`config.mk`:
```
export PLATFORM = sky130hd
export DESIGN_NAME = assoc_tag_cam
export DESIGN_NICKNAME = d
export VERILOG_FILES = /design/src/rtl/tag_cam_pkg.sv /design/src/rtl/tag_cam_store.sv /design/src/rtl/tag_cam_ctrl.sv /design/src/rtl/assoc_tag_cam.sv
export SDC_FILE = /design/constraint.sdc
export NUM_CORES = 1
export LEC_CHECK = 0
export BUFFER_PORTS_ARGS = -buffer_cell sky130_fd_sc_hd__buf_4
export CAP_MARGIN = 10
export CORE_MARGIN = 4
export CORE_UTILIZATION = 61
export CTS_BUF_LIST = sky130_fd_sc_hd__clkbuf_4 sky130_fd_sc_hd__clkbuf_8 sky130_fd_sc_hd__clkbuf_16
export CTS_CLUSTER_SIZE = 40
export DETAILED_ROUTE_END_ITERATION = 8
export PLACE_DENSITY = 0.77
export SYNTH_ARGS = -nofsm -noshare
export SYNTH_HDL_FRONTEND = slang
export SYNTH_SLANG_ARGS = --single-unit
```
`constraint.sdc`:
```
create_clock -name clk -period 9.57 [get_ports clk]
set_clock_uncertainty 0.05 [all_clocks]
set_input_delay 1.4355 -clock clk [delete_from_list [all_inputs] [get_ports clk]]
set_output_delay 1.4355 -clock clk [all_outputs]
set_load 0.01 [all_outputs]
```
`src/rtl/tag_cam_pkg.sv`:
```
package tag_cam_pkg;

  // where an allocation lands
  typedef enum logic [1:0] {
    SRC_NONE   = 2'd0,
    SRC_FREE   = 2'd1,
    SRC_VICTIM = 2'd2,
    SRC_FORCED = 2'd3
  } allocSrc_e;

  // strobes from control to the entry store
  typedef struct packed {
    logic      wrEn;
    logic      clrEn;
    allocSrc_e src;
  } camStrobes_t;

endpackage

```
`src/rtl/tag_cam_store.sv`:
```
module tag_cam_store
  import tag_cam_pkg::*;
#(
  parameter int NUM_ENTRIES = 8,
  parameter int TAG_W       = 26,
  parameter int IDX_W       = $clog2(NUM_ENTRIES)
) (
  input  logic                   clk,
  input  logic                   rstN,
  input  camStrobes_t            stb,
  input  logic [IDX_W-1:0]       wrIdx,
  input  logic [TAG_W-1:0]       wrTag,
  input  logic [IDX_W-1:0]       clrIdx,
  input  logic [TAG_W-1:0]       lookupTag,
  output logic [NUM_ENTRIES-1:0] validVec,
  output logic                   hit,
  output logic [IDX_W-1:0]       hitIdx
);

  logic [NUM_ENTRIES-1:0] matchVec;

  for (genvar e = 0; e < NUM_ENTRIES; e++) begin : g_entry
    logic [TAG_W-1:0] tagQ;
    logic             validQ;
    logic             selWr;
    logic             selClr;

    assign selWr  = stb.wrEn  && (wrIdx  == IDX_W'(e));
    assign selClr = stb.clrEn && (clrIdx == IDX_W'(e));

    // valid flag: a write in the same cycle overrides a clear
    always_ff @(posedge clk or negedge rstN) begin
      if (!rstN)       validQ <= 1'b0;
      else if (selWr)  validQ <= 1'b1;
      else if (selClr) validQ <= 1'b0;
    end

    // tag storage carries no reset; the valid flag guards it
    always_ff @(posedge clk) begin
      if (selWr) tagQ <= wrTag;
    end

    assign validVec[e] = validQ;
    assign matchVec[e] = validQ && (tagQ == lookupTag);
  end

  // OR reduction for the hit flag
  assign hit = |matchVec;

  // one-hot to binary: OR together the numbers of the set bits
  always_comb begin
    hitIdx = '0;
    for (int e = 0; e < NUM_ENTRIES; e++) begin
      if (matchVec[e]) hitIdx = hitIdx | IDX_W'(e);
    end
  end

endmodule

```
`src/rtl/tag_cam_ctrl.sv`:
```
module tag_cam_ctrl
  import tag_cam_pkg::*;
#(
  parameter int NUM_ENTRIES = 8,
  parameter int IDX_W       = $clog2(NUM_ENTRIES)
) (
  input  logic [NUM_ENTRIES-1:0] validVec,
  input  logic                   allocEn,
  input  logic                   allocForce,
  input  logic [IDX_W-1:0]       allocIdx,
  input  logic                   invalEn,
  input  logic [IDX_W-1:0]       invalIdx,
  output camStrobes_t            stb,
  output logic [IDX_W-1:0]       wrIdx,
  output logic [IDX_W-1:0]       clrIdx,
  output logic                   freeAny,
  output logic [IDX_W-1:0]       freeIdx
);

  logic [NUM_ENTRIES-1:0] emptyVec;

  assign emptyVec = ~validVec;
  assign freeAny  = |emptyVec;

  // lowest empty entry: scan downward so the smallest number is kept last
  always_comb begin
    freeIdx = '0;
    for (int e = NUM_ENTRIES - 1; e >= 0; e--) begin
      if (emptyVec[e]) freeIdx = IDX_W'(e);
    end
  end

  // choose where the allocation goes
  always_comb begin
    if (!allocEn)        stb.src = SRC_NONE;
    else if (allocForce) stb.src = SRC_FORCED;
    else if (freeAny)    stb.src = SRC_FREE;
    else                 stb.src = SRC_VICTIM;
  end

  assign stb.wrEn  = allocEn;
  assign stb.clrEn = invalEn;
  assign wrIdx     = (stb.src == SRC_FREE) ? freeIdx : allocIdx;
  assign clrIdx    = invalIdx;

endmodule

```
`src/rtl/assoc_tag_cam.sv`:
```
module assoc_tag_cam
  import tag_cam_pkg::*;
#(
  parameter int NUM_ENTRIES = 8,
  parameter int TAG_W       = 26,
  localparam int IDX_W      = $clog2(NUM_ENTRIES)
) (
  input  logic             clk,
  input  logic             rstN,
  input  logic [TAG_W-1:0] lookupTag,
  output logic             hit,
  output logic [IDX_W-1:0] hitIdx,
  input  logic             allocEn,
  input  logic             allocForce,
  input  logic [IDX_W-1:0] allocIdx,
  input  logic [TAG_W-1:0] allocTag,
  input  logic             invalEn,
  input  logic [IDX_W-1:0] invalIdx,
  output logic             freeAny,
  output logic [IDX_W-1:0] freeIdx
);

  camStrobes_t            stb;
  logic [IDX_W-1:0]       wrIdx;
  logic [IDX_W-1:0]       clrIdx;
  logic [NUM_ENTRIES-1:0] entryValid;

  tag_cam_ctrl #(
    .NUM_ENTRIES(NUM_ENTRIES),
    .IDX_W      (IDX_W)
  ) ctrl_i (
    .validVec  (entryValid),
    .allocEn   (allocEn),
    .allocForce(allocForce),
    .allocIdx  (allocIdx),
    .invalEn   (invalEn),
    .invalIdx  (invalIdx),
    .stb       (stb),
    .wrIdx     (wrIdx),
    .clrIdx    (clrIdx),
    .freeAny   (freeAny),
    .freeIdx   (freeIdx)
  );

  tag_cam_store #(
    .NUM_ENTRIES(NUM_ENTRIES),
    .TAG_W      (TAG_W),
    .IDX_W      (IDX_W)
  ) store_i (
    .clk      (clk),
    .rstN     (rstN),
    .stb      (stb),
    .wrIdx    (wrIdx),
    .wrTag    (allocTag),
    .clrIdx   (clrIdx),
    .lookupTag(lookupTag),
    .validVec (entryValid),
    .hit      (hit),
    .hitIdx   (hitIdx)
  );

endmodule

```
Yosys cells after proc, flatten, opt, wreduce, memory -nomap -nowiden
Cells that the tools add are included.
{"block": "op_classes", "n_eq_ne": 23, "muxes": 35, "bitwise_logic": 1, "reduce_logical": 36}
{"op": "== test 26 bit", "count": 8}
{"op": "two-way mux 3 bit", "count": 13}
{"op": "== test 3 bit (second input constant)", "count": 8}
{"op": "logical AND 1 bit", "count": 24}
{"op": "two-way mux 1 bit", "count": 17}
{"op": "nonzero test 2 bit", "count": 8}
{"op": "OR reduction 8 bit", "count": 2}
{"op": "== test 3 x 2 -> 1 bit (second input constant)", "count": 4}
{"op": "two-way mux 2 bit", "count": 5}
{"op": "inverter 8 bit", "count": 1}
{"op": "== test 3 x 1 -> 1 bit (second input constant)", "count": 2}
{"op": "zero test 3 bit", "count": 2}
{"op": "== test 2 x 1 -> 1 bit (second input constant)", "count": 1}
{"block": "word_totals", "regBits": 216, "in_bits": 63, "output_inout_bits": 8, "word_cells": 111}

Depth between registers and ports, before layout
Gate-level depths: netlist of the first run.
{"block": "depth", "depth_word": 13, "ltp_mapped": 7, "mapped_depth_nobuf": 6}

By module
Synthesis of the first run repeated with hierarchy kept, for this count alone.
{"block": "unflattened", "cells_unflattened": 603, "area_unflattened_um2": 9520.4}
{"module": "tag_cam_store", "instances": 1, "cells_each": 575, "area_each_um2": 9315.2, "seq_area_each_um2": 6446.2}
{"module": "tag_cam_ctrl", "instances": 1, "cells_each": 28, "area_each_um2": 205.2, "seq_area_each_um2": 0.0}

Least setup slack after synthesis of the first run
No wires, ideal clock.
{"block": "synth_path", "path_kind": "in2reg", "startpoint": "input port allocForce", "endpoint": "register store_i.g_entry[0].tagQ[0], enable pin", "setup_time_ps": 442, "arrival_time_ps": 3901, "required_time_ps": 9078, "setup_slack_ps": 5177, "path_stages": 3, "path_buffers": 0, "cell_sequence": "nand3b_1 > mux2_2 > nor3_1"}
{"block": "synth_via", "elab_chain_cells": 6}
{"item": "start: declaration", "line": "assoc_tag_cam.sv:14", "text": "input logic allocForce,"}
{"item": "two-way mux 2 bit", "line": "tag_cam_ctrl.sv:36", "text": "else if (allocForce) stb.src = SRC_FORCED;"}
{"item": "two-way mux 2 bit", "line": "tag_cam_ctrl.sv:35", "text": "if (!allocEn) stb.src = SRC_NONE;"}
{"item": "== test 2 x 1 -> 1 bit", "line": "tag_cam_ctrl.sv:43", "text": "assign wrIdx = (stb.src == SRC_FREE) ? freeIdx : allocIdx;"}
{"item": "two-way mux 3 bit", "line": "tag_cam_ctrl.sv:43"}
{"item": "zero test 3 bit", "line": "tag_cam_store.sv:28", "text": "assign selWr = stb.wrEn && (wrIdx == IDX_W'(e));"}
{"item": "logical AND 1 bit", "line": "tag_cam_store.sv:28"}
{"item": "net store_i.g_entry[0].selWr", "line": "tag_cam_store.sv:25", "text": "logic selWr;"}
{"item": "end signal: assignment", "line": "tag_cam_store.sv:40", "text": "if (selWr) tagQ <= wrTag;"}
{"item": "end: declaration", "line": "tag_cam_store.sv:23", "text": "logic [TAG_W-1:0] tagQ;"}
The timed path passes the listed nets, and every way through them passes these cells.
A chain may end at the register's enable or synchronous reset.

Final worst setup path of the first run
{"block": "layout_path", "startpoint": "input port lookupTag[10]", "endpoint": "output port hit"}
{"block": "layout_via", "elab_chain_cells": 3, "word_cells_on_any_way": 17, "classes_between": "8 x eq/ne; 9 x reduce/logical"}
{"item": "start: declaration", "line": "assoc_tag_cam.sv:10", "text": "input logic [TAG_W-1:0] lookupTag,"}
{"item": "== test 26 bit", "line": "tag_cam_store.sv:44", "text": "assign matchVec[e] = validQ && (tagQ == lookupTag);"}
{"item": "logical AND 1 bit", "line": "tag_cam_store.sv:44"}
{"item": "OR reduction 8 bit (*)", "line": "tag_cam_store.sv:48", "text": "assign hit = |matchVec;"}
{"item": "end: declaration", "line": "assoc_tag_cam.sv:11", "text": "output logic hit,"}
Every way passes the cells marked *; elsewhere a longest branch is shown, timed or not.

==> results of run 1 <==
## sequential cells by signal, summed over array words and instances, names as in the netlist
register and count:
store_i.g_entry.validQ 8, store_i.g_entry.tagQ 208
## metrics by stage
stage / setup slack, ns / instances / hold WS [ns] / total power [mW]
detailed placement: 4.727 / 821 / 0.5274 / 1.433
global placement: 4.770 / 821 / 0.5350 / 1.424
finish: 4.685 / 863 / 0.5468 / 2.298
floorplan: 5.177 / 584 / 0.4608 / 1.316
CTS: 4.714 / 863 / 0.5401 / 2.304
global route: 4.675 / 863 / 0.5838 / 2.371
## kinds of logic (layout without fill, tap and decap cells)
| group | Yosys count | in the layout | synth area share |
|---|---|---|---|
| compound gates | 24 | 24 | 0.01750 |
| xor+xnor | 208 | 208 | 0.1968 |
| buf+inv | 28 | 123 | 0.02060 |
| flops | 216 | 216 | 0.6935 |
| mux | 4 | 4 | 0.004577 |
| simple gates | 104 | 104 | 0.06703 |
## cells in the mapped netlist, drive strengths merged, types with 2 or more instances
library cell / count
dfrtp: 8
nand4: 41
edfxtp: 208
xor2: 48
a21boi: 2
nand3: 6
nor4: 18
nor2: 4
o21ai: 7
buf: 26
mux2: 2
nand2: 12
o22ai: 2
o31ai: 8
mux2i: 2
nor3: 16
nand2b: 3
xnor2: 160
inv: 2
## worst register-to-register path, cell delays in order, from the launching register on
cell	delay (ns)
dfrtp_1	0.46
nand2_1	0.11
nor2_1	0.21
nand2_1	0.10
nand3b_1	0.20
mux2i_1	0.33
nor3_2	0.87
buf_4	0.47
## where the power goes
group / switching [mW] / internal [mW]
Clock: 0.344 / 0.536
Combinational: 0.169 / 0.101
Sequential: 0.0392 / 1.11
Total: 0.552 / 1.75
## area by class of cell
class	instances	area share
Tap cell	184	0.02146
Clock inverter	14	0.01329
Sequential cell	216	0.6007
Multi-Input combinational cell	340	0.2514
Timing Repair Buffer	79	0.05527
Clock buffer	28	0.05714
Inverter	2	0.0006996
## routing by layer
layer	vias to the layer above	track usage	share of wire
met4	0	0.08693	0.035
met1	2591	0.3752	0.40
met2	284	0.4123	0.47
met3	45	0.05237	0.090
met5	-	0	0
li1	2312	-	-
## worst max path at each step
stage / startpoint / endpoint / slack [ns] / cells after the start
floorplan: allocForce / store_i.g_entry[0].tagQ[0] / 5.18 / 3
global placement: lookupTag[10] / hit / 4.77 / 8
detailed placement: lookupTag[10] / hit / 4.73 / 8
CTS: lookupTag[10] / hit / 4.71 / 8
global route: lookupTag[10] / hitIdx[0] / 4.67 / 8
finish: lookupTag[10] / hit / 4.69 / 8
## cell usage in the layout, fill, tap and decap left out, types with 12 or more instances in the layout
master and instances:
edfxtp_1 208, nand4_1 41, xnor2_1 159, nand2_1 12, clkbuf_16 23, nor4_1 15
xor2_1 48, buf_4 79
==> metrics.txt, run 1 <==
# TYPE chip_impl_metric gauge
chip_impl_metric{name="worstPathRequired",unit="ns"} 8.08
chip_impl_metric{name="power_density",unit="nW/um^2"} 214.2
chip_impl_metric{name="vias",unit=""} 5232
chip_impl_metric{name="htreeDepth",unit=""} 1
chip_impl_metric{name="cts_post_setup_buffers_inserted",unit=""} 0
chip_impl_metric{name="number_of_cells_traversed_by_the_worst_hold_path",unit=""} 2
chip_impl_metric{name="clockBufferDepth",unit=""} 3
chip_impl_info{name="worst-setup-path-type",value="in -> out"} 1
chip_impl_metric{name="port_buffers",unit=""} 70
chip_impl_metric{name="antenna_cells",unit=""} 0
chip_impl_metric{name="std_cell_rows",unit=""} 44
chip_impl_info{name="hold_path_end",value="store_i.g_entry[1].validQ"} 1
chip_impl_metric{name="finalHoldViolCount",unit=""} 0
chip_impl_metric{name="ant_nets",unit=""} 0
chip_impl_metric{name="vdd_ir_drop_max",unit="mV"} 0.1800
chip_impl_metric{name="ys_seq_elements",unit=""} 216
chip_impl_info{name="most_common_cell_type_on_the_critical_path",value="buf_4"} 1
chip_impl_info{name="crit-reg2reg-launch",value="store_i.g_entry[7].validQ"} 1
chip_impl_metric{name="synth_seq_area_share",unit=""} 0.6935
chip_impl_info{name="worstHoldStart",value="store_i.g_entry[1].validQ"} 1
chip_impl_info{name="critical_path.endpoint_type",value="output pin"} 1
chip_impl_metric{name="layout-drive-gt1-share",unit=""} 0.1885
chip_impl_metric{name="synth_edf_count",unit=""} 208
chip_impl_metric{name="detailedPlacementHpwl",unit="um"} 15500
chip_impl_info{name="unrepaired_setup_endpoints_after_global_routing",value="false"} 1
chip_impl_metric{name="first_global_vias",unit=""} 5285
chip_impl_metric{name="synth_warnings",unit=""} 0
chip_impl_metric{name="crit_fanout",unit=""} 8
chip_impl_metric{name="number_of_cells_on_the_worst_reg_to_reg_path",unit=""} 7
chip_impl_metric{name="clkLatencyLatePin",unit="ns"} 0.50
chip_impl_metric{name="antenna_found_initial",unit=""} 0
chip_impl_metric{name="cts-hold-fix-buffers",unit=""} 0
chip_impl_metric{name="signal_arrival_time_at_the_worst_endpoint",unit="ns"} 3.40
chip_impl_metric{name="nNetsFinal",unit=""} 725
chip_impl_metric{name="dr_drc_count",unit=""} 0
chip_impl_metric{name="initial_core_util",unit=""} 0.6300
chip_impl_info{name="synth-main-ff-cell",value="edfxtp_1"} 1
chip_impl_info{name="tritoncts",value="yes"} 1
chip_impl_info{name="endpoint_of_the_lowest_slack_register_to_register_path",value="store_i.g_entry[7].tagQ[15]"} 1
chip_impl_metric{name="flow.area_growth_from_synthesis",unit="%"} 15.44
chip_impl_metric{name="drv_slew",unit=""} 0
chip_impl_metric{name="floorplan.die.height",unit="um"} 131.4
chip_impl_metric{name="multi_input_comb_area",unit="sq um"} 2698
chip_impl_metric{name="final.fill_count",unit=""} 947
chip_impl_metric{name="fin_crit",unit="ns"} 4.885
chip_impl_metric{name="ys_async_sr_fraction",unit=""} 0.03704
chip_impl_metric{name="timing.reg2reg.setup_slack",unit="ns"} 6.42
chip_impl_metric{name="finalWirelength",unit="um"} 22400
chip_impl_metric{name="max_slew.worst_pin.slew",unit="ns"} 0.9508
chip_impl_metric{name="finalSetupViolCount",unit=""} 0
chip_impl_metric{name="grt_usage",unit=""} 0.2628
chip_impl_metric{name="critical_path.max_stage_delay",unit="ns"} 0.55
chip_impl_metric{name="worst-path-buf-inv",unit=""} 2
chip_impl_metric{name="seq_area",unit="sq um"} 6446
chip_impl_metric{name="numCtsBuffers",unit=""} 23
chip_impl_metric{name="postPlaceCellArea",unit="sq um"} 9975
chip_impl_metric{name="timing.slew.headroom",unit=""} 0.3627
chip_impl_metric{name="grt_first_pass_wirelength",unit="um"} 33780
chip_impl_metric{name="max_freq",unit="GHz"} 0.2047
chip_impl_metric{name="die-width",unit="um"} 131.4
chip_impl_metric{name="cts.repair.resized",unit=""} 0
chip_impl_metric{name="total_clock_sinks",unit=""} 216
chip_impl_metric{name="netlist_area",unit="sq um"} 9295
chip_impl_metric{name="overflow",unit=""} 0
chip_impl_metric{name="synth.top_cell.area_share",unit=""} 0.6720
chip_impl_metric{name="timing.final.crit_share",unit=""} 0.5104
chip_impl_metric{name="syn_inst",unit=""} 584
chip_impl_info{name="run_status",value="finished, final reports clean"} 1
chip_impl_metric{name="drt_pass1_iterations",unit=""} 5
chip_impl_metric{name="postSynthAreaPerCell",unit="sq um"} 15.92
chip_impl_metric{name="fp.dieArea",unit="sq um"} 17280
chip_impl_info{name="cp-start-kind",value="input port"} 1
chip_impl_metric{name="wl_per_cell",unit="um"} 25.95
chip_impl_metric{name="drv_cap",unit=""} 0
chip_impl_info{name="hp-class",value="reg -> reg"} 1
chip_impl_metric{name="finish.instance_area",unit="sq um"} 10730
chip_impl_metric{name="core-area",unit="sq um"} 14750
chip_impl_info{name="timing.critical_path.max_delay_family",value="simple AND/OR/NAND/NOR gates"} 1
chip_impl_metric{name="drt-vias-per-instance",unit=""} 6.063
chip_impl_metric{name="fin_tns_setup",unit="ns"} 0
chip_impl_info{name="synth.area.top_cells",value="edfxtp_1 (67%), xnor2_1 (15%), xor2_1 (4.5%), nand4_1 (2.8%), dfrtp_1 (2.2%)"} 1
chip_impl_info{name="cts_root_buffer",value="clkbuf_16"} 1
chip_impl_metric{name="grt_max_degree",unit=""} 27
chip_impl_metric{name="clkTransAtPathRegs",unit="ns"} 0.06
chip_impl_info{name="crit_chain",value="buf_4 -> xnor2_1 -> nand4_1 -> or4_1 -> nor4_2 -> a41oi_1 -> nand4bb_1 -> buf_4"} 1
chip_impl_metric{name="number_of_drc_violations_after_detailed_routing_iteration_0",unit=""} 579
chip_impl_info{name="critical-path-slowest-cell",value="or4_1"} 1
chip_impl_metric{name="place.gp.congestion",unit=""} 0.9267
chip_impl_metric{name="fin_util",unit=""} 0.7273
chip_impl_metric{name="design.portCount",unit=""} 71
chip_impl_metric{name="yosys.cell_types.count",unit=""} 35
chip_impl_metric{name="power.leakage",unit="nW"} 3.488
chip_impl_metric{name="postSynthNetCount",unit=""} 647
chip_impl_info{name="netlist.top_cell.by_area",value="edfxtp_1"} 1
Power figures use the tool's default switching activity.
==> run 2: changes to the inputs <==
--- a/config.mk
+++ b/config.mk
@@ -8,11 +8,11 @@
 export BUFFER_PORTS_ARGS = -buffer_cell sky130_fd_sc_hd__buf_4
 export CAP_MARGIN = 10
 export CORE_MARGIN = 4
-export CORE_UTILIZATION = 61
+export CORE_UTILIZATION = 54
 export CTS_BUF_LIST = sky130_fd_sc_hd__clkbuf_4 sky130_fd_sc_hd__clkbuf_8 sky130_fd_sc_hd__clkbuf_16
 export CTS_CLUSTER_SIZE = 40
 export DETAILED_ROUTE_END_ITERATION = 8
-export PLACE_DENSITY = 0.77
+export PLACE_DENSITY = 0.72
 export SYNTH_ARGS = -nofsm -noshare
 export SYNTH_HDL_FRONTEND = slang
 export SYNTH_SLANG_ARGS = --single-unit
==> constraint.sdc (replaced) <==
create_clock -name clk -period 4.3 [get_ports clk]
set_clock_uncertainty 0.05 [all_clocks]
set_input_delay 0.645 -clock clk [delete_from_list [all_inputs] [get_ports clk]]
set_output_delay 0.645 -clock clk [all_outputs]
set_load 0.01 [all_outputs]
==> run 2 against run 1 <==
Effect of this change: critical path depth down 1; setup slack worse by 3.7 ns; via count shrank 0.13%; first-iteration DRC count decreased by 11%; non-clock buffer count is 2 higher; core utilization fell by 8.5 points; cell count up 4.2%; die area up 12%; clock power grew 110%; count of clock-buffer cells in the layout shrank 3; sequential power rose by 120%.
==> metrics.txt, run 2 (synthesis results as in run 1) <==
# TYPE chip_impl_metric gauge
chip_impl_metric{name="clkTransAtPathRegs",unit="ns"} 0.06
chip_impl_metric{name="power.leakage",unit="nW"} 3.455
chip_impl_metric{name="dr_drc_count",unit=""} 0
chip_impl_info{name="worst-setup-path-type",value="reg -> out"} 1
chip_impl_info{name="layout.cells.most_common",value="edfxtp_1"} 1
chip_impl_metric{name="wl_per_cell",unit="um"} 26.01
chip_impl_info{name="endpoint_of_the_lowest_slack_register_to_register_path",value="store_i.g_entry[7].tagQ[15]"} 1
chip_impl_metric{name="first_global_vias",unit=""} 5208
chip_impl_info{name="tritoncts",value="yes"} 1
chip_impl_metric{name="max_slew.worst_pin.slew",unit="ns"} 0.9096
chip_impl_info{name="top_regs",value="store_i.g_entry.tagQ x208, store_i.g_entry.validQ x8"} 1
chip_impl_metric{name="antenna_found_initial",unit=""} 0
chip_impl_metric{name="total_clock_sinks",unit=""} 216
chip_impl_metric{name="vdd_ir_drop_max",unit="mV"} 0.4466
chip_impl_info{name="run_status",value="finished, final reports clean"} 1
chip_impl_info{name="crit_chain",value="xnor2_1 -> nand4_1 -> or4_1 -> nor4_2 -> a41oi_1 -> nand4bb_1 -> buf_4"} 1
chip_impl_info{name="crit-reg2reg-launch",value="store_i.g_entry[7].validQ"} 1
chip_impl_metric{name="place.gp.congestion",unit=""} 0.9440
chip_impl_metric{name="drt-vias-per-instance",unit=""} 5.812
chip_impl_info{name="cp-start-kind",value="flop"} 1
chip_impl_metric{name="final.fill_count",unit=""} 1258
chip_impl_metric{name="overflow",unit=""} 0
chip_impl_info{name="hold_path_end",value="store_i.g_entry[5].tagQ[25]"} 1
chip_impl_metric{name="power_density",unit="nW/um^2"} 462.9
chip_impl_info{name="hp-class",value="in -> reg"} 1
chip_impl_metric{name="clockBufferDepth",unit=""} 3
chip_impl_metric{name="grt_max_degree",unit=""} 27
chip_impl_metric{name="nNetsFinal",unit=""} 726
chip_impl_metric{name="fin_crit",unit="ns"} 3.347
chip_impl_metric{name="fin_tns_setup",unit="ns"} 0
chip_impl_metric{name="drv_cap",unit=""} 0
chip_impl_metric{name="floorplan.die.height",unit="um"} 139.2
chip_impl_metric{name="grt_usage",unit=""} 0.2406
chip_impl_metric{name="layout-drive-gt1-share",unit=""} 0.1870
chip_impl_metric{name="crit_fanout",unit=""} 2
chip_impl_metric{name="htreeDepth",unit=""} 1
chip_impl_metric{name="timing.slew.headroom",unit=""} 0.3763
chip_impl_metric{name="timing.reg2reg.setup_slack",unit="ns"} 1.62
chip_impl_metric{name="clkLatencyLatePin",unit="ns"} 0.51
chip_impl_metric{name="numCtsBuffers",unit=""} 22
chip_impl_metric{name="finalSetupViolCount",unit=""} 0
chip_impl_metric{name="number_of_drc_violations_after_detailed_routing_iteration_0",unit=""} 517
chip_impl_metric{name="flow.area_growth_from_synthesis",unit="%"} 15.43
chip_impl_metric{name="largest_register_ff_count",unit=""} 208
chip_impl_metric{name="number_of_cells_traversed_by_the_worst_hold_path",unit=""} 1
chip_impl_metric{name="finalHoldViolCount",unit=""} 0
chip_impl_metric{name="timing.final.crit_share",unit=""} 0.7785
chip_impl_metric{name="total_power",unit="mW"} 4.966
chip_impl_info{name="critical_path.endpoint_type",value="output pin"} 1
chip_impl_metric{name="detailedPlacementHpwl",unit="um"} 16170
chip_impl_metric{name="critical_path.max_stage_delay",unit="ns"} 0.49
chip_impl_metric{name="port_buffers",unit=""} 70
chip_impl_metric{name="grt_first_pass_wirelength",unit="um"} 34130
chip_impl_metric{name="seq_area",unit="sq um"} 6446
chip_impl_metric{name="drv_slew",unit=""} 0
chip_impl_metric{name="die-width",unit="um"} 139.2
chip_impl_metric{name="fp.dieArea",unit="sq um"} 19380
chip_impl_metric{name="finalWirelength",unit="um"} 23380
chip_impl_metric{name="std_cell_rows",unit=""} 47
chip_impl_info{name="mostFrequentLayoutCells",value="edfxtp_1 (208), xnor2_1 (159), buf_4 (80), xor2_1 (48), nand4_1 (41)"} 1
chip_impl_metric{name="cts_post_setup_buffers_inserted",unit=""} 0
chip_impl_metric{name="core-area",unit="sq um"} 16700
chip_impl_metric{name="fin_util",unit=""} 0.6424
chip_impl_info{name="critical-path-slowest-cell",value="or4_1"} 1
chip_impl_metric{name="max_freq",unit="GHz"} 0.2987
chip_impl_metric{name="signal_arrival_time_at_the_worst_endpoint",unit="ns"} 2.65
chip_impl_metric{name="vias",unit=""} 5225
chip_impl_info{name="cts_root_buffer",value="clkbuf_16"} 1
chip_impl_metric{name="initial_core_util",unit=""} 0.5566
chip_impl_metric{name="antenna_cells",unit=""} 0
chip_impl_metric{name="cts.repair.resized",unit=""} 0
chip_impl_info{name="unrepaired_setup_endpoints_after_global_routing",value="false"} 1
chip_impl_metric{name="multi_input_comb_area",unit="sq um"} 2698
chip_impl_metric{name="design.portCount",unit=""} 71
chip_impl_metric{name="drt_pass1_iterations",unit=""} 5
chip_impl_info{name="largest-register",value="store_i.g_entry.tagQ"} 1
chip_impl_info{name="worstHoldStart",value="allocTag[25]"} 1
chip_impl_metric{name="ant_nets",unit=""} 0
chip_impl_metric{name="number_of_cells_on_the_worst_reg_to_reg_path",unit=""} 7
chip_impl_metric{name="worstPathRequired",unit="ns"} 3.61
[run 2: layout make-up]
type,instances,share of cell area
timing repair buffer,81,0.05691
inverter,2,0.0006997
multi-input combinational,340,0.2514
sequential,216,0.6008
clock inverter,15,0.009446
clock buffer,25,0.05504
tap,220,0.02566
[run 2: metal layers]
layer	global-route usage	wire length, um
met1	0.3386	9473
met2	0.3899	11310
met3	0.04138	1873
met4	0.07106	720
met5	0	0
[run 2: where the power goes]
part | total (mW) | internal (mW) | switching, mW
registers | 2.55 | 2.47 | 0.0870
clock network | 1.81 | 1.04 | 0.764
logic | 0.604 | 0.226 | 0.378
[run 2: worst max-delay path by stage]
stage	from	slack, ns	end
floorplan	store_i.g_entry[1].validQ	0.61	store_i.g_entry[0].tagQ[0]
global placement	lookupTag[25]	1.06	hit
detailed placement	lookupTag[25]	1.03	hit
CTS	store_i.g_entry[5].tagQ[25]	0.95	hit
global route	store_i.g_entry[5].tagQ[25]	0.88	hit
finish	store_i.g_entry[5].tagQ[25]	0.95	hit
[run 2: stage by stage]
stage	hold slack, ns	worst slack [ns]	std cells	area [sq um]
floorplan	0.2994	0.6095	584	9295
global placement	0.4199	1.063	858	10030
detailed placement	0.4207	1.034	858	10030
CTS	0.3063	0.9468	899	10730
global route	0.3111	0.8751	899	10730
finish	0.3184	0.9526	899	10730
[run 2: worst max-delay path: cells and delay by family, from the launching register on]
family          cells  cell delay (ns)
flops               1             0.38
buf+inv             1             0.14
simple gates        4             1.19
compound gates      1             0.11
xor+xnor            1             0.33
[run 2: what timing repair did]
action	in CTS	in global routing
endpoints found under the setup margin	0	0
hold buffers	1	0
hold endpoints to repair	8	0
==> run 3: changes to the inputs <==
--- a/config.mk
+++ b/config.mk
@@ -8,11 +8,11 @@
 export BUFFER_PORTS_ARGS = -buffer_cell sky130_fd_sc_hd__buf_4
 export CAP_MARGIN = 10
 export CORE_MARGIN = 4
-export CORE_UTILIZATION = 54
+export CORE_UTILIZATION = 60
 export CTS_BUF_LIST = sky130_fd_sc_hd__clkbuf_4 sky130_fd_sc_hd__clkbuf_8 sky130_fd_sc_hd__clkbuf_16
 export CTS_CLUSTER_SIZE = 40
 export DETAILED_ROUTE_END_ITERATION = 8
-export PLACE_DENSITY = 0.72
+export PLACE_DENSITY = 0.76
 export SYNTH_ARGS = -nofsm -noshare
 export SYNTH_HDL_FRONTEND = slang
 export SYNTH_SLANG_ARGS = --single-unit
==> constraint.sdc (replaced) <==
create_clock -name clk -period 3.2 [get_ports clk]
set_clock_uncertainty 0.05 [all_clocks]
set_input_delay 0.48 -clock clk [delete_from_list [all_inputs] [get_ports clk]]
set_output_delay 0.48 -clock clk [all_outputs]
set_load 0.01 [all_outputs]
==> run 3 against run 2 <==
Effect of this change: cell count decreased by 2.9%; die area shrank 9.4%; sequential share of layout area down 0.60 points; first-iteration DRC count up 2.5%; flip-flop and latch count stayed put; hold slack worse by 0.16 ns; cell area is 1.0% higher; setup slack got worse by 0.78 ns; largest power group unchanged; clock power increased by 46%; combinational power is 38% higher; critical path type unchanged.
==> metrics.txt, run 3 (synthesis results as in run 1) <==
# TYPE chip_impl_metric gauge
chip_impl_metric{name="vias",unit=""} 5266
chip_impl_metric{name="htreeDepth",unit=""} 1
chip_impl_metric{name="vdd_ir_drop_max",unit="mV"} 0.4381
chip_impl_metric{name="power_density",unit="nW/um^2"} 637.3
chip_impl_info{name="layout.cells.most_common",value="edfxtp_1"} 1
chip_impl_info{name="timing.critical_path.max_delay_family",value="simple AND/OR/NAND/NOR gates"} 1
chip_impl_metric{name="max_freq",unit="GHz"} 0.3303
chip_impl_metric{name="largest_register_ff_count",unit=""} 208
chip_impl_metric{name="drt-vias-per-instance",unit=""} 6.032
chip_impl_metric{name="drv_slew",unit=""} 0
chip_impl_metric{name="clock_power_share",unit=""} 0.383
chip_impl_metric{name="number_of_cells_traversed_by_the_worst_hold_path",unit=""} 1
chip_impl_info{name="hp-class",value="in -> reg"} 1
chip_impl_metric{name="antenna_cells",unit=""} 0
chip_impl_metric{name="final.fill_count",unit=""} 1034
chip_impl_metric{name="floorplan.die.height",unit="um"} 132.5
chip_impl_metric{name="initial_core_util",unit=""} 0.6114
chip_impl_metric{name="drt_pass1_iterations",unit=""} 4
chip_impl_info{name="top_signal_layer_used",value="met5"} 1
chip_impl_metric{name="drt-met1-wl",unit="um"} 9376
chip_impl_info{name="mostFrequentLayoutCells",value="edfxtp_1 (208), xnor2_1 (157), buf_4 (84), xor2_1 (48), nand4_1 (41)"} 1
chip_impl_metric{name="antenna_found_initial",unit=""} 1
chip_impl_metric{name="signal_arrival_time_at_the_worst_endpoint",unit="ns"} 2.50
chip_impl_metric{name="grt_first_pass_wirelength",unit="um"} 33670
chip_impl_info{name="cp-start-kind",value="flop"} 1
chip_impl_metric{name="power.combinational.fraction",unit=""} 0.120
chip_impl_metric{name="flow.area_growth_from_synthesis",unit="%"} 16.60
chip_impl_info{name="largest-register",value="store_i.g_entry.tagQ"} 1
chip_impl_metric{name="grt_max_degree",unit=""} 27
chip_impl_metric{name="layout-drive-gt1-share",unit=""} 0.2044
chip_impl_metric{name="routed-wl-met3",unit="um"} 2008
chip_impl_info{name="critical_path.endpoint_type",value="output pin"} 1
chip_impl_metric{name="timing.reg2reg.setup_slack",unit="ns"} 0.61
chip_impl_metric{name="wl_per_cell",unit="um"} 26.25
chip_impl_metric{name="ant_nets",unit=""} 0
chip_impl_info{name="unrepaired_setup_endpoints_after_global_routing",value="false"} 1
chip_impl_metric{name="cell_int_power",unit="mW"} 5.213
chip_impl_metric{name="core-area",unit="sq um"} 15200
chip_impl_metric{name="worst-path-buf-inv",unit=""} 1
chip_impl_metric{name="critical_path.max_stage_delay",unit="ns"} 0.56
chip_impl_metric{name="max_slew.worst_pin.slew",unit="ns"} 0.7781
chip_impl_metric{name="fin_crit",unit="ns"} 3.028
chip_impl_info{name="crit-reg2reg-launch",value="store_i.g_entry[7].validQ"} 1
chip_impl_metric{name="power.share.sequential",unit=""} 0.497
chip_impl_metric{name="timing.final.crit_share",unit=""} 0.9462
chip_impl_metric{name="grt_usage",unit=""} 0.2615
chip_impl_metric{name="clockBufferDepth",unit=""} 3
chip_impl_metric{name="finalSetupViolCount",unit=""} 0
chip_impl_metric{name="post-place-ws",unit="ns"} 0.3020
chip_impl_metric{name="crit_fanout",unit=""} 1
chip_impl_metric{name="drv_cap",unit=""} 0
chip_impl_metric{name="detailedPlacementHpwl",unit="um"} 15880
chip_impl_info{name="worstHoldStart",value="allocTag[6]"} 1
chip_impl_metric{name="power.leakage",unit="nW"} 3.560
chip_impl_metric{name="post-route-worst-setup-slack",unit="ns"} 0.1721
chip_impl_info{name="hold_path_end",value="store_i.g_entry[0].tagQ[6]"} 1
chip_impl_metric{name="place.gp.congestion",unit=""} 0.8599
chip_impl_info{name="top_regs",value="store_i.g_entry.tagQ x208, store_i.g_entry.validQ x8"} 1
chip_impl_metric{name="die-width",unit="um"} 132.5
chip_impl_metric{name="dr_drc_count",unit=""} 0
chip_impl_metric{name="clkTransAtPathRegs",unit="ns"} 0.06
chip_impl_metric{name="design.portCount",unit=""} 71
chip_impl_metric{name="overflow",unit=""} 0
chip_impl_metric{name="fin_util",unit=""} 0.7129
chip_impl_metric{name="netSwitchingFraction",unit=""} 0.2452
chip_impl_metric{name="fp.dieArea",unit="sq um"} 17550
chip_impl_metric{name="std_cell_rows",unit=""} 45
chip_impl_metric{name="numCtsBuffers",unit=""} 23
chip_impl_info{name="most_common_cell_type_on_the_critical_path",value="nor4_1"} 1
chip_impl_info{name="run_status",value="finished, final reports clean"} 1
chip_impl_metric{name="nNetsFinal",unit=""} 732
chip_impl_info{name="worst-setup-path-type",value="reg -> out"} 1
chip_impl_info{name="crit_chain",value="xor2_1 -> nor4_1 -> nand4_1 -> nor4_1 -> nand4bb_1 -> buf_4"} 1
chip_impl_info{name="cts_root_buffer",value="clkbuf_16"} 1
chip_impl_metric{name="first_global_vias",unit=""} 5206
chip_impl_metric{name="routed-wl-met2",unit="um"} 11090
chip_impl_info{name="tritoncts",value="yes"} 1
chip_impl_metric{name="number_of_drc_violations_after_detailed_routing_iteration_0",unit=""} 530
chip_impl_metric{name="number_of_cells_on_the_worst_reg_to_reg_path",unit=""} 7
chip_impl_metric{name="finalHoldViolCount",unit=""} 0
chip_impl_metric{name="clkLatencyLatePin",unit="ns"} 0.50
chip_impl_metric{name="port_buffers",unit=""} 70
chip_impl_metric{name="total_clock_sinks",unit=""} 216
chip_impl_metric{name="finalWirelength",unit="um"} 22920
chip_impl_metric{name="p_switching",unit="mW"} 1.693
chip_impl_metric{name="worstPathRequired",unit="ns"} 2.67
chip_impl_info{name="endpoint_of_the_lowest_slack_register_to_register_path",value="store_i.g_entry[0].tagQ[15]"} 1
chip_impl_info{name="critical-path-slowest-cell",value="nor4_1"} 1
chip_impl_metric{name="timing.slew.headroom",unit=""} 0.4765
run 3: what timing repair did:
action / CTS / global route
hold buffers: 1 / 0
endpoints found under the hold margin: 8 / 0
resized for setup: 0 / 3
endpoints found under the setup margin: 0 / 3
buffers inserted: 0 / 0
run 3: power by group through the flow:
stage / combinational, mW / clock, mW / sequential (mW)
after global routing: 0.889 / 2.79 / 3.45
after floorplan: 0.479 / 0 / 3.46
after detailed placement: 0.825 / 0 / 3.49
after global placement: 0.809 / 0 / 3.48
after CTS: 0.831 / 2.67 / 3.43
final: 0.831 / 2.64 / 3.43
run 3: layout make-up:
class	instances	area, sq um	share of cell area
Sequential cell	216	6446	0.5948
Multi-Input combinational cell	340	2734	0.2523
Timing Repair Buffer	86	660.6	0.06096
Clock buffer	25	590.6	0.05449
Tap cell	188	235.2	0.02170
Clock inverter	16	163.9	0.01512
Inverter	2	7.507	0.0006927
run 3: how the worst max path moves through the flow:
stage / from / end / slack, ns / cells after the start
after global routing: store_i.g_entry[0].tagQ[16] / hit / 0.08 / 6
after floorplan: store_i.g_entry[1].validQ / store_i.g_entry[0].tagQ[0] / -0.49 / 6
after CTS: store_i.g_entry[5].tagQ[10] / hit / 0.03 / 7
after detailed placement: lookupTag[25] / hit / 0.30 / 8
final: store_i.g_entry[0].tagQ[16] / hit / 0.17 / 6
after global placement: lookupTag[10] / hit / 0.31 / 8
run 3: per-stage QoR:
| stage | setup TNS, ns | area, sq um | total power [mW] | cells | hold WS, ns |
|---|---|---|---|---|---|
| 3_5_place_dp | 0 | 10050 | 4.316 | 831 | 0.2537 |
| 6_report | 0 | 10840 | 6.907 | 873 | 0.1583 |
| 3_3_place_gp | 0 | 10050 | 4.293 | 831 | 0.2521 |
| 2_1_floorplan | -76.41 | 9305 | 3.936 | 584 | 0.1344 |
| 5_1_grt | 0 | 10840 | 7.132 | 873 | 0.1510 |
| 4_1_cts | 0 | 10810 | 6.936 | 873 | 0.1488 |
run 3: routing by layer:
layer  global-route usage  vias to the layer above
met1               0.3798                     2644
met5                    0                        -
li1                     -                     2327
met4              0.05831                        2
met3              0.05057                       34
met2               0.4178                      259
run 3: worst register-to-register path, cell delays in order (launching register included):
cell and delay [ns]:
dfrtp_1 0.46, nand2_1 0.10, nor2_1 0.18, nand2_1 0.09
nand3b_1 0.20, mux2_2 0.47, nor3_2 0.19, buf_4 0.43
